File: src/rtl/idx_addr_seq_pkg.sv
package idx_addr_seq_pkg;
  localparam int DATA_W = 8;
  localparam int ADDR_W = 2 * DATA_W;

  typedef enum logic [3:0] {
    M_IMM = 4'd0, M_ZP = 4'd1, M_ZPX = 4'd2, M_ZPY = 4'd3, M_ABS = 4'd4,
    M_ABSX = 4'd5, M_ABSY = 4'd6, M_INDX = 4'd7, M_INDY = 4'd8, M_JIND = 4'd9
  } mode_e;

  typedef enum logic [1:0] {K_READ = 2'd0, K_WRITE = 2'd1, K_RMW = 2'd2} kind_e;

  typedef enum logic [2:0] {
    T_NONE = 3'd0, T_OPND = 3'd1, T_DRD = 3'd2, T_DWR = 3'd3,
    T_DUMR = 3'd4, T_DUMW = 3'd5
  } tag_e;

  typedef enum logic [3:0] {
    S_IDLE, S_OP1, S_OP2, S_ZDUM, S_PLO, S_PHI, S_FIX, S_RD, S_DUMW, S_WR, S_FIN
  } st_e;
endpackage

File: src/rtl/idx_addr_seq_ea.sv
module idx_addr_seq_ea
  import idx_addr_seq_pkg::*;
(
  input  mode_e              mode,
  input  logic [DATA_W-1:0]  b_lo,
  input  logic [DATA_W-1:0]  b_hi,
  input  logic [DATA_W-1:0]  x,
  input  logic [DATA_W-1:0]  y,
  output logic [DATA_W-1:0]  idx,
  output logic [ADDR_W-1:0]  ea,
  output logic [ADDR_W-1:0]  fix_addr
);
  logic [DATA_W-1:0] lo_sum;

  always_comb begin
    case (mode)
      M_ZPX, M_ABSX:         idx = x;
      M_ZPY, M_ABSY, M_INDY: idx = y;
      default:               idx = '0;
    endcase
    lo_sum = b_lo + idx;
    if (mode == M_ZPX || mode == M_ZPY)
      ea = {{DATA_W{1'b0}}, lo_sum};
    else
      ea = {b_hi, b_lo} + {{DATA_W{1'b0}}, idx};
    fix_addr = {b_hi, lo_sum};
  end
endmodule

File: src/rtl/idx_addr_seq_bus.sv
module idx_addr_seq_bus
  import idx_addr_seq_pkg::*;
(
  input  st_e                st,
  input  mode_e              mode,
  input  logic [ADDR_W-1:0]  pc,
  input  logic [DATA_W-1:0]  b_lo,
  input  logic [DATA_W-1:0]  b_hi,
  input  logic [DATA_W-1:0]  x,
  input  logic [ADDR_W-1:0]  ea,
  input  logic [ADDR_W-1:0]  fix_addr,
  input  logic [DATA_W-1:0]  held,
  input  logic [DATA_W-1:0]  wr_data,
  output logic               valid,
  output logic               we,
  output logic [ADDR_W-1:0]  addr,
  output logic [DATA_W-1:0]  wdata,
  output tag_e               tag
);
  logic [DATA_W-1:0] ptr_lo, ptr_hi, ptr_lo1;

  always_comb begin
    ptr_lo  = (mode == M_INDX) ? b_lo + x : b_lo;
    ptr_hi  = (mode == M_JIND) ? b_hi : '0;
    ptr_lo1 = ptr_lo + 1'b1;
    valid = 1'b1;
    we    = 1'b0;
    wdata = '0;
    addr  = '0;
    tag   = T_NONE;
    case (st)
      S_OP1, S_OP2: begin addr = pc;                           tag = T_OPND; end
      S_ZDUM:       begin addr = {{DATA_W{1'b0}}, b_lo};       tag = T_DUMR; end
      S_PLO:        begin addr = {ptr_hi, ptr_lo};             tag = T_DRD;  end
      S_PHI:        begin addr = {ptr_hi, ptr_lo1};            tag = T_DRD;  end
      S_FIX:        begin addr = fix_addr;                     tag = T_DUMR; end
      S_RD:         begin addr = ea;                           tag = T_DRD;  end
      S_DUMW:       begin addr = ea; we = 1'b1; wdata = held;  tag = T_DUMW; end
      S_WR:         begin addr = ea; we = 1'b1; wdata = wr_data; tag = T_DWR; end
      default:      valid = 1'b0;
    endcase
  end
endmodule

File: src/rtl/idx_addr_seq.sv
module idx_addr_seq
  import idx_addr_seq_pkg::*;
#(
  parameter logic [15:0] RESET_PC = 16'hC000
) (
  input  logic        clk,
  input  logic        rst_n,
  input  logic        cmd_valid,
  output logic        cmd_ready,
  input  logic [3:0]  cmd_mode,
  input  logic [1:0]  cmd_kind,
  input  logic [7:0]  cmd_x,
  input  logic [7:0]  cmd_y,
  input  logic [7:0]  wr_data,
  output logic        bus_valid,
  input  logic        bus_ready,
  output logic [15:0] bus_addr,
  output logic        bus_we,
  output logic [7:0]  bus_wdata,
  input  logic [7:0]  bus_rdata,
  output logic [2:0]  bus_tag,
  output logic [15:0] pc,
  output logic        done,
  output logic [15:0] done_addr,
  output logic [7:0]  done_data
);
  st_e               st;
  mode_e             mode_q;
  kind_e             kind_q;
  logic [DATA_W-1:0] x_q, y_q, b_lo, b_hi, t_lo, held, idx;
  logic [ADDR_W-1:0] pc_q, ea, fix_addr;
  logic              hs, extra_rd;
  tag_e              tag;

  idx_addr_seq_ea u_ea (
    .mode(mode_q), .b_lo(b_lo), .b_hi(b_hi), .x(x_q), .y(y_q),
    .idx(idx), .ea(ea), .fix_addr(fix_addr)
  );

  idx_addr_seq_bus u_bus (
    .st(st), .mode(mode_q), .pc(pc_q), .b_lo(b_lo), .b_hi(b_hi), .x(x_q),
    .ea(ea), .fix_addr(fix_addr), .held(held), .wr_data(wr_data),
    .valid(bus_valid), .we(bus_we), .addr(bus_addr), .wdata(bus_wdata), .tag(tag)
  );

  assign hs        = bus_valid & bus_ready;
  assign extra_rd  = (kind_q == K_WRITE) || (kind_q == K_RMW);
  assign bus_tag   = tag;
  assign pc        = pc_q;
  assign cmd_ready = (st == S_IDLE);
  assign done      = (st == S_FIN);
  assign done_addr = ea;
  assign done_data = held;

  function automatic st_e data_phase(input kind_e k);
    return (k == K_WRITE) ? S_WR : S_RD;
  endfunction

  function automatic logic lo_carry(input logic [DATA_W-1:0] lo, input logic [DATA_W-1:0] ix);
    logic [DATA_W:0] s;
    s = {1'b0, lo} + {1'b0, ix};
    return s[DATA_W];
  endfunction

  always_ff @(posedge clk) begin
    if (!rst_n) begin
      st     <= S_IDLE;
      pc_q   <= RESET_PC;
      mode_q <= M_IMM;
      kind_q <= K_READ;
      x_q    <= '0;
      y_q    <= '0;
      b_lo   <= '0;
      b_hi   <= '0;
      t_lo   <= '0;
      held   <= '0;
    end else begin
      case (st)
        S_IDLE: if (cmd_valid) begin
          mode_q <= mode_e'(cmd_mode);
          kind_q <= kind_e'(cmd_kind);
          x_q    <= cmd_x;
          y_q    <= cmd_y;
          st     <= S_OP1;
        end
        S_OP1: if (hs) begin
          pc_q <= pc_q + 1'b1;
          if (mode_q == M_IMM) begin
            {b_hi, b_lo} <= pc_q;
            held <= bus_rdata;
            st   <= S_FIN;
          end else begin
            b_lo <= bus_rdata;
            b_hi <= '0;
            case (mode_q)
              M_ZP:                 st <= data_phase(kind_q);
              M_ZPX, M_ZPY, M_INDX: st <= S_ZDUM;
              M_INDY:               st <= S_PLO;
              default:              st <= S_OP2;
            endcase
          end
        end
        S_OP2: if (hs) begin
          pc_q <= pc_q + 1'b1;
          b_hi <= bus_rdata;
          case (mode_q)
            M_ABSX, M_ABSY:
              st <= (extra_rd || lo_carry(b_lo, idx)) ? S_FIX : data_phase(kind_q);
            M_JIND:  st <= S_PLO;
            default: st <= data_phase(kind_q);
          endcase
        end
        S_ZDUM: if (hs) st <= (mode_q == M_INDX) ? S_PLO : data_phase(kind_q);
        S_PLO: if (hs) begin
          t_lo <= bus_rdata;
          st   <= S_PHI;
        end
        S_PHI: if (hs) begin
          b_lo <= t_lo;
          b_hi <= bus_rdata;
          case (mode_q)
            M_JIND:  st <= S_FIN;
            M_INDY:  st <= (extra_rd || lo_carry(t_lo, idx)) ? S_FIX : data_phase(kind_q);
            default: st <= data_phase(kind_q);
          endcase
        end
        S_FIX: if (hs) st <= data_phase(kind_q);
        S_RD: if (hs) begin
          held <= bus_rdata;
          st   <= (kind_q == K_RMW) ? S_DUMW : S_FIN;
        end
        S_DUMW: if (hs) st <= S_WR;
        S_WR:   if (hs) st <= S_FIN;
        default: st <= S_IDLE;
      endcase
    end
  end
endmodule

File: config.mk
export PLATFORM = sky130hd
export DESIGN_NAME = idx_addr_seq
export DESIGN_NICKNAME = d
export VERILOG_FILES = /design/src/rtl/idx_addr_seq_pkg.sv /design/src/rtl/idx_addr_seq_ea.sv /design/src/rtl/idx_addr_seq_bus.sv /design/src/rtl/idx_addr_seq.sv
export SDC_FILE = /design/constraint.sdc
export NUM_CORES = 1
export LEC_CHECK = 0
export CORE_MARGIN = 3
export CORE_UTILIZATION = 40
export DETAILED_ROUTE_END_ITERATION = 10
export GPL_TIMING_DRIVEN = 0
export PLACE_DENSITY = 0.72
export SLEW_MARGIN = 20
export SYNTH_ARGS = -nofsm -noshare
export SYNTH_HDL_FRONTEND = slang
export SYNTH_HIERARCHICAL = 1
export SYNTH_SLANG_ARGS = --single-unit
File: constraint.sdc
create_clock -name clk -period 4.35 [get_ports clk]
set_input_delay 0.87 -clock clk [delete_from_list [all_inputs] [get_ports clk]]
set_output_delay 0.87 -clock clk [all_outputs]
set_load 0.05 [all_outputs]
* Yosys cells after proc, flatten, opt, wreduce, memory -nomap -nowiden
Index checks and enable logic that the tools add are counted.
Word-level totals: memories kept 0, latch bits 0, output and inout port bits 71, RAM bits 0, memory bits (read-only) 0, logic and storage cells 117, register bits 74, input port bits 42
Operators by class: equal/unequal tests 32, reduce and logical (&&, ||, !) cells 27, bitwise operators 1, multipliers 0, shift-type cells 0, order comparisons 0, add/sub/neg operators 7, mux-type cells 40, divide/modulo/power cells 0
Operators by type and width (number):
- $pmux W16 S6 | 1
- $mux W8 | 10
- $pmux W8 S2 | 5
- $mux W4 | 15
- $pmux W4 S10 | 1
- $eq A4 B3 Y1 const B | 7
- $ne A2 B2 Y1 const B | 11
- $eq A4 B4 Y1 const B | 5
- $add A8 B8 Y9 | 2
- $add A16 B1 Y16 const B | 1
- $add A16 B8 Y16 | 1
- $add A8 B8 Y8 | 2
- $eq A4 B2 Y1 const B | 4
- $mux W16 | 1
- $pmux W4 S2 | 2
- $pmux W3 S5 | 1
- $pmux W4 S3 | 1
- $reduce_or A2 Y1 | 6
- $reduce_or A3 Y1 | 4
- $reduce_and A10 Y1 | 1
- $reduce_or A9 Y1 | 1
- $add A8 B1 Y8 const B | 1
- $eq A4 B1 Y1 const B | 2
- $logic_not A4 Y1 | 2
- 11 further kinds | 20

* Longest topological paths before layout
depth after elaboration 9, depth in mapped cells 17, gate-level depth less buffers 14

* Hierarchy
The synthesis kept the hierarchy.
Modules (own cells, without submodules):
- idx_addr_seq | times used 1, cells an instance 473, area an instance 3991.3 sq um, sequential area each 1481.4 sq um
- idx_addr_seq_bus | times used 1, cells an instance 181, area an instance 1177.4 sq um, sequential area each 0.0 sq um
- idx_addr_seq_ea | times used 1, cells an instance 162, area an instance 1119.8 sq um, sequential area each 0.0 sq um

* Worst setup path after synthesis
OpenSTA, ideal clock, no wires.
path kind reg-to-output, start point register mode_q[3], end point output bus_addr[8], arrival 4.580 ns, cell stages (with the launch flop) 16, required time 3.480 ns, path slack -1.100 ns, buffers on the path 2, cells stage by stage dfxtp_1 -> clkbuf_1 -> nor4b_2 -> nand2_1 -> o21ai_0 -> ha_1 -> inv_1 -> fa_1 -> nor2b_1 -> o2111a_1 -> or2_0 -> clkbuf_2 -> nor3_1 -> a311oi_1 -> nand2_1 -> nand2_1
Between the ends: longest elaborated chain between the ends 6, elaborated cells between the ends (all ways) 14, those cells by class 1 x add/sub; 6 x eq/ne; 4 x mux; 3 x reduce/logical
RTL lines:
- from (decl) | line idx_addr_seq.sv:28 | mode_e mode_q;
- from (signal assigned) | line idx_addr_seq.sv:80 | mode_q <= mode_e'(cmd_mode);
- $eq A4 B3 Y1 (tied with other cells) | line idx_addr_seq_ea.sv:16 | case (mode)
- $reduce_or A3 Y1 / $reduce_or A2 Y1 (equally long branches) | line idx_addr_seq_ea.sv:16
- $pmux W8 S2 * | line idx_addr_seq_ea.sv:16
- named net idx[0] | line idx_addr_seq.sv:30 | logic [DATA_W-1:0] x_q, y_q, b_lo, b_hi, t_lo, held, idx;
- $add A16 B8 Y16 * | line idx_addr_seq_ea.sv:25 | ea = {b_hi, b_lo} + {{DATA_W{1'b0}}, idx};
- $mux W16 * | line idx_addr_seq_ea.sv:22 | if (mode == M_ZPX || mode == M_ZPY)
- named net done_addr[8] | line idx_addr_seq.sv:24 | output logic [15:0] done_addr,
- $pmux W16 S6 * | line idx_addr_seq_bus.sv:31 | case (st)
- to (decl) | line idx_addr_seq.sv:17 | output logic [15:0] bus_addr,
Mark *: on every way through the listed nets, which the timed path passes. The rest lies on a longest branch.

* Final worst setup path
start point register mode_q[0], end point output bus_addr[7]
Between the ends: longest elaborated chain between the ends 6, elaborated cells between the ends (all ways) 16, those cells by class 3 x add/sub; 6 x eq/ne; 4 x mux; 3 x reduce/logical
RTL lines:
- $eq A4 B3 Y1 (tied with other cells) | line idx_addr_seq_ea.sv:16
- $reduce_or A3 Y1 / $reduce_or A2 Y1 (equally long branches) | line idx_addr_seq_ea.sv:16
- $pmux W8 S2 * | line idx_addr_seq_ea.sv:16
- named net idx[1] | line idx_addr_seq.sv:30
- $add A8 B8 Y8 * | line idx_addr_seq_ea.sv:21 | lo_sum = b_lo + idx;
- named net fix_addr[7] | line idx_addr_seq.sv:31 | logic [ADDR_W-1:0] pc_q, ea, fix_addr;
- $mux W16 | line idx_addr_seq_ea.sv:22
- $pmux W16 S6 * | line idx_addr_seq_bus.sv:31
Marked as above.

==> flow_summary.toml <==
[timing]
finalCritPeriodShare_pct = 103.0
fmax_mhz = 223.1
hold_violations = 0
drv_slew = 0
rsz0062_at_grt = "true"
fin_ws_ps = -131.7
post-route-min-period_ps = 4482
skew_ps = 10.86
tightestPinTransition_ps = 1138
setup_violations = 2
relSlewSlack_pct = 23.77

[clocking]
root_buffer = "clkbuf_16"
clock-sinks = 74
cts_made_buffers = 9
clockBufferDepth = 2
tritoncts = "done"
clkSlewWorstSetupHoldPaths_ps = 50
clk-insertion-delay-late_ps = 340
htree_levels = 3

[global_route]
gr-usage-all-layers_pct = 22.99
grt_start_max_net_pins = 14
met3_usage_pct = 4.135
grt_pass1_wl_um = 32350
overflow = 0
met2_usage_pct = 38.10
grt.busiest_layer = "met2"
grt_pass1_vias = 6090
antenna_found_initial = 0
grt_use_met1_pct = 30.35

[logic_synthesis]
synth_edf_count = 0
netlist_area_um2 = 6289
yosysSeqAreaShare_pct = 23.56
synthesis.nets = 893
synth_ff_type = "dfxtp_1"
yosysUniqueCellTypes = 77
synth-async-reset-ratio_pct = 0
synth_cells = 816
yosys_register_bits = 74
synth_warnings = 6
synthTopCellsByArea = "dfxtp_1 (24%), nand2_1 (7.5%), ha_1 (6.6%)"
avgSynthCellArea_um2 = 7.707
synth_top_area_share_pct = 23.56
yosysTopAreaCell = "dfxtp_1"

[floorplan]
core_area_um2 = 15310
ioPinCount = 113
rows = 45
die_y_um = 131.4
fp.dieW_um = 131.4
start_util_pct = 41.06
dieArea_um2 = 17260

[job]
cap_violations = 0

[detailed_routing]
dr.pass1.iters = 7
vias = 6645
wl_um = 20570
vias_per_cell = 5.641
wire_per_inst_um = 17.46
drt_iter0_markers = 617
ant_nets = 0
drc = 0

[placement]
place_congestion = 0.9212
post-place-ws_ps = -1005
port_buffers = 112
dp_hpwl_um = 15170

[cells_and_area]
antennaDiodeCount = 0
drive_gt1_share_pct = 20.17
multi_input_area_um2 = 4776
syn_to_final_growth_pct = 36.71
fin_nets = 1040
ff_latch_area_um2 = 1496
fill_cells = 1466

[critical_path]
required_ps = 3480
critical_path_peak_fanout = 7
critPathLaunchType = "register"
r2r_setup_slack_ps = 900
critPathCaptureType = "output port"
arrival_ps = 3610
timing.rr.start = "st[0]$_SDFFE_PN0P_"
critical_path_class = "register to output port"
r2r_cells = 9
timing.rr.end = "b_hi[6]$_SDFFE_PN0P_"

[hold_path]
worstHoldPathCells = 2
min-delay-start = "kind_q[0]$_SDFFE_PN0P_"
min_to = "kind_q[0]$_SDFFE_PN0P_"
min_path_type = "register to register"

[status]
violations = "negative setup slack"
status = "complete, but fails checks"

[power]
p_per_area_nw_per_um2 = 398.4
p_leak_uw = 0.003504
total_power_uw = 3425
vdd_ir_drop_max_uv = 246.4
==> per-stage QoR <==
stage	setup TNS (ps)	hold slack (ps)	cells	area, um2	util [%]
2_1_floorplan	-350.7	460.3	816	6480	-
3_3_place_gp	-16600	474.8	1139	7865	51.36
3_5_place_dp	-17580	482.0	1139	7865	51.36
4_1_cts	-166.6	489.6	1168	8427	55.02
5_1_grt	-1960	521.4	1178	8597	56.14
6_report	-140.1	485.0	1178	8597	56.14
==> what timing repair did <==
item / CTS / global route
pin swaps: 13 / 20
gates resized for setup: 151 / 96
setup buffers: 15 / 10
cloned: 0 / 0
hold buffers: 0 / 0
endpoints found under the setup margin: 31 / 27
==> flip-flops by register name, indices dropped and copies added, names as in the netlist <==
name / flops
b_lo: 8
t_lo: 8
mode_q: 4
x_q: 8
st: 4
kind_q: 2
y_q: 8
done_data: 8
b_hi: 8
pc: 16
==> worst max-delay path, stage by stage, from the launching register on <==
cell and delay, ps:
dfxtp_4 350, buf_8 130, nor2b_4 150, a22o_1 220, a22oi_2 160, nor2_1 90
a21o_1 210, ha_4 270, a21oi_4 230, o2111ai_4 170, a31oi_4 240, xnor2_4 110
buf_6 130, nand2_2 60, o21ai_2 50, a222oi_1 390, o21ai_2 140, buf_6 180
==> synth_stat cells (3+ instances only) <==
master and count:
a2111oi_0 3, a211oi_1 8, a21boi_0 22, a21o_1 3
a21oi_1 39, a222oi_1 15, a22o_1 11, a22oi_1 10
a31oi_1 5, and2_1 16, and3_1 6, buf_2 18
buf_4 16, clkbuf_1 29, dfxtp_1 74, ha_1 33
inv_1 22, mux2_2 10, mux2i_1 35, nand2_1 126
nand2b_1 6, nand3_1 38, nand4_1 15, nor2_1 45
nor2b_1 36, nor3_1 18, nor3b_1 3, nor4_1 5
o2111ai_1 3, o211a_1 9, o211ai_1 13, o21a_1 3
o21ai_0 24, o22ai_1 3, o31ai_1 3, or2_1 3
or2_2 3, or3_1 8, xnor2_1 22, xor2_1 9
==> cells in the final DEF (no fill, tap or decap), types with 7 or more instances in the layout <==
cell,synthesis,final
nand2_1,126,119
clkdlybuf4s50_1,0,84
dfxtp_1,74,70
buf_4,16,46
nor2_1,45,41
nand3_1,38,37
mux2i_1,35,35
nor2b_1,36,34
a21oi_1,39,33
clkbuf_1,29,26
ha_1,33,26
a21boi_0,22,22
inv_1,22,21
buf_2,18,18
nor3_1,18,17
xnor2_1,22,17
and2_1,16,15
nand4_1,15,15
a222oi_1,15,15
buf_6,2,13
o211ai_1,13,13
o21ai_0,24,12
a22o_1,11,11
mux2_2,10,10
o211a_1,9,9
xor2_1,9,9
clkbuf_16,0,9
a211oi_1,8,8
nand2_2,1,7
a22oi_1,10,7
buf_8,0,7
o21ai_2,0,7
==> routing by layer <==
layer / vias up / part of all wire, %
met4: 0 / 2.3
met5: - / 0
li1: 3248 / -
met2: 241 / 47
met1: 3116 / 44
met3: 40 / 6.3
==> how the worst max path moves through the flow <==
stage | start | end | slack (ps) | cells after the start
6_report | mode_q[0]$_SDFFE_PN0P_ | bus_addr[7] | -130 | 17
5_1_grt | mode_q[0]$_SDFFE_PN0P_ | bus_addr[7] | -300 | 17
4_1_cts | mode_q[2]$_SDFFE_PN0P_ | bus_addr[7] | -100 | 16
3_5_place_dp | mode_q[1]$_SDFFE_PN0P_ | bus_addr[7] | -1010 | 16
3_3_place_gp | mode_q[1]$_SDFFE_PN0P_ | bus_addr[7] | -1000 | 16
2_1_floorplan | mode_q[0]$_SDFFE_PN0P_ | bus_addr[10] | -130 | 14
==> cells by family after synthesis <==
kind of cell | count (synthesis) | share of synthesized area [%]
flip-flops | 74 | 23.56
multiplexers | 45 | 7.362
AO/OA/AOI/OAI | 195 | 22.74
buffers and inverters | 90 | 6.944
AND/OR/NAND/NOR | 345 | 27.52
adder cells (fa/ha/maj) | 35 | 7.203
XOR/XNOR | 32 | 4.676
==> power by group <==
group / internal, uW / switching (uW)
Combinational: 706 / 1140
Clock: 384 / 299
Sequential: 760 / 134
==> final cells by class <==
cell class / count / share of cell area (%)
timing repair buffer: 137 / 15.30
clock inverter: 6 / 0.4948
sequential: 74 / 17.41
tap: 211 / 3.071
clock buffer: 9 / 2.620
inverter: 24 / 1.048
multi-input combinational: 652 / 55.55
buffer: 65 / 4.512
Note: power is estimated with default switching activity, not from simulation.
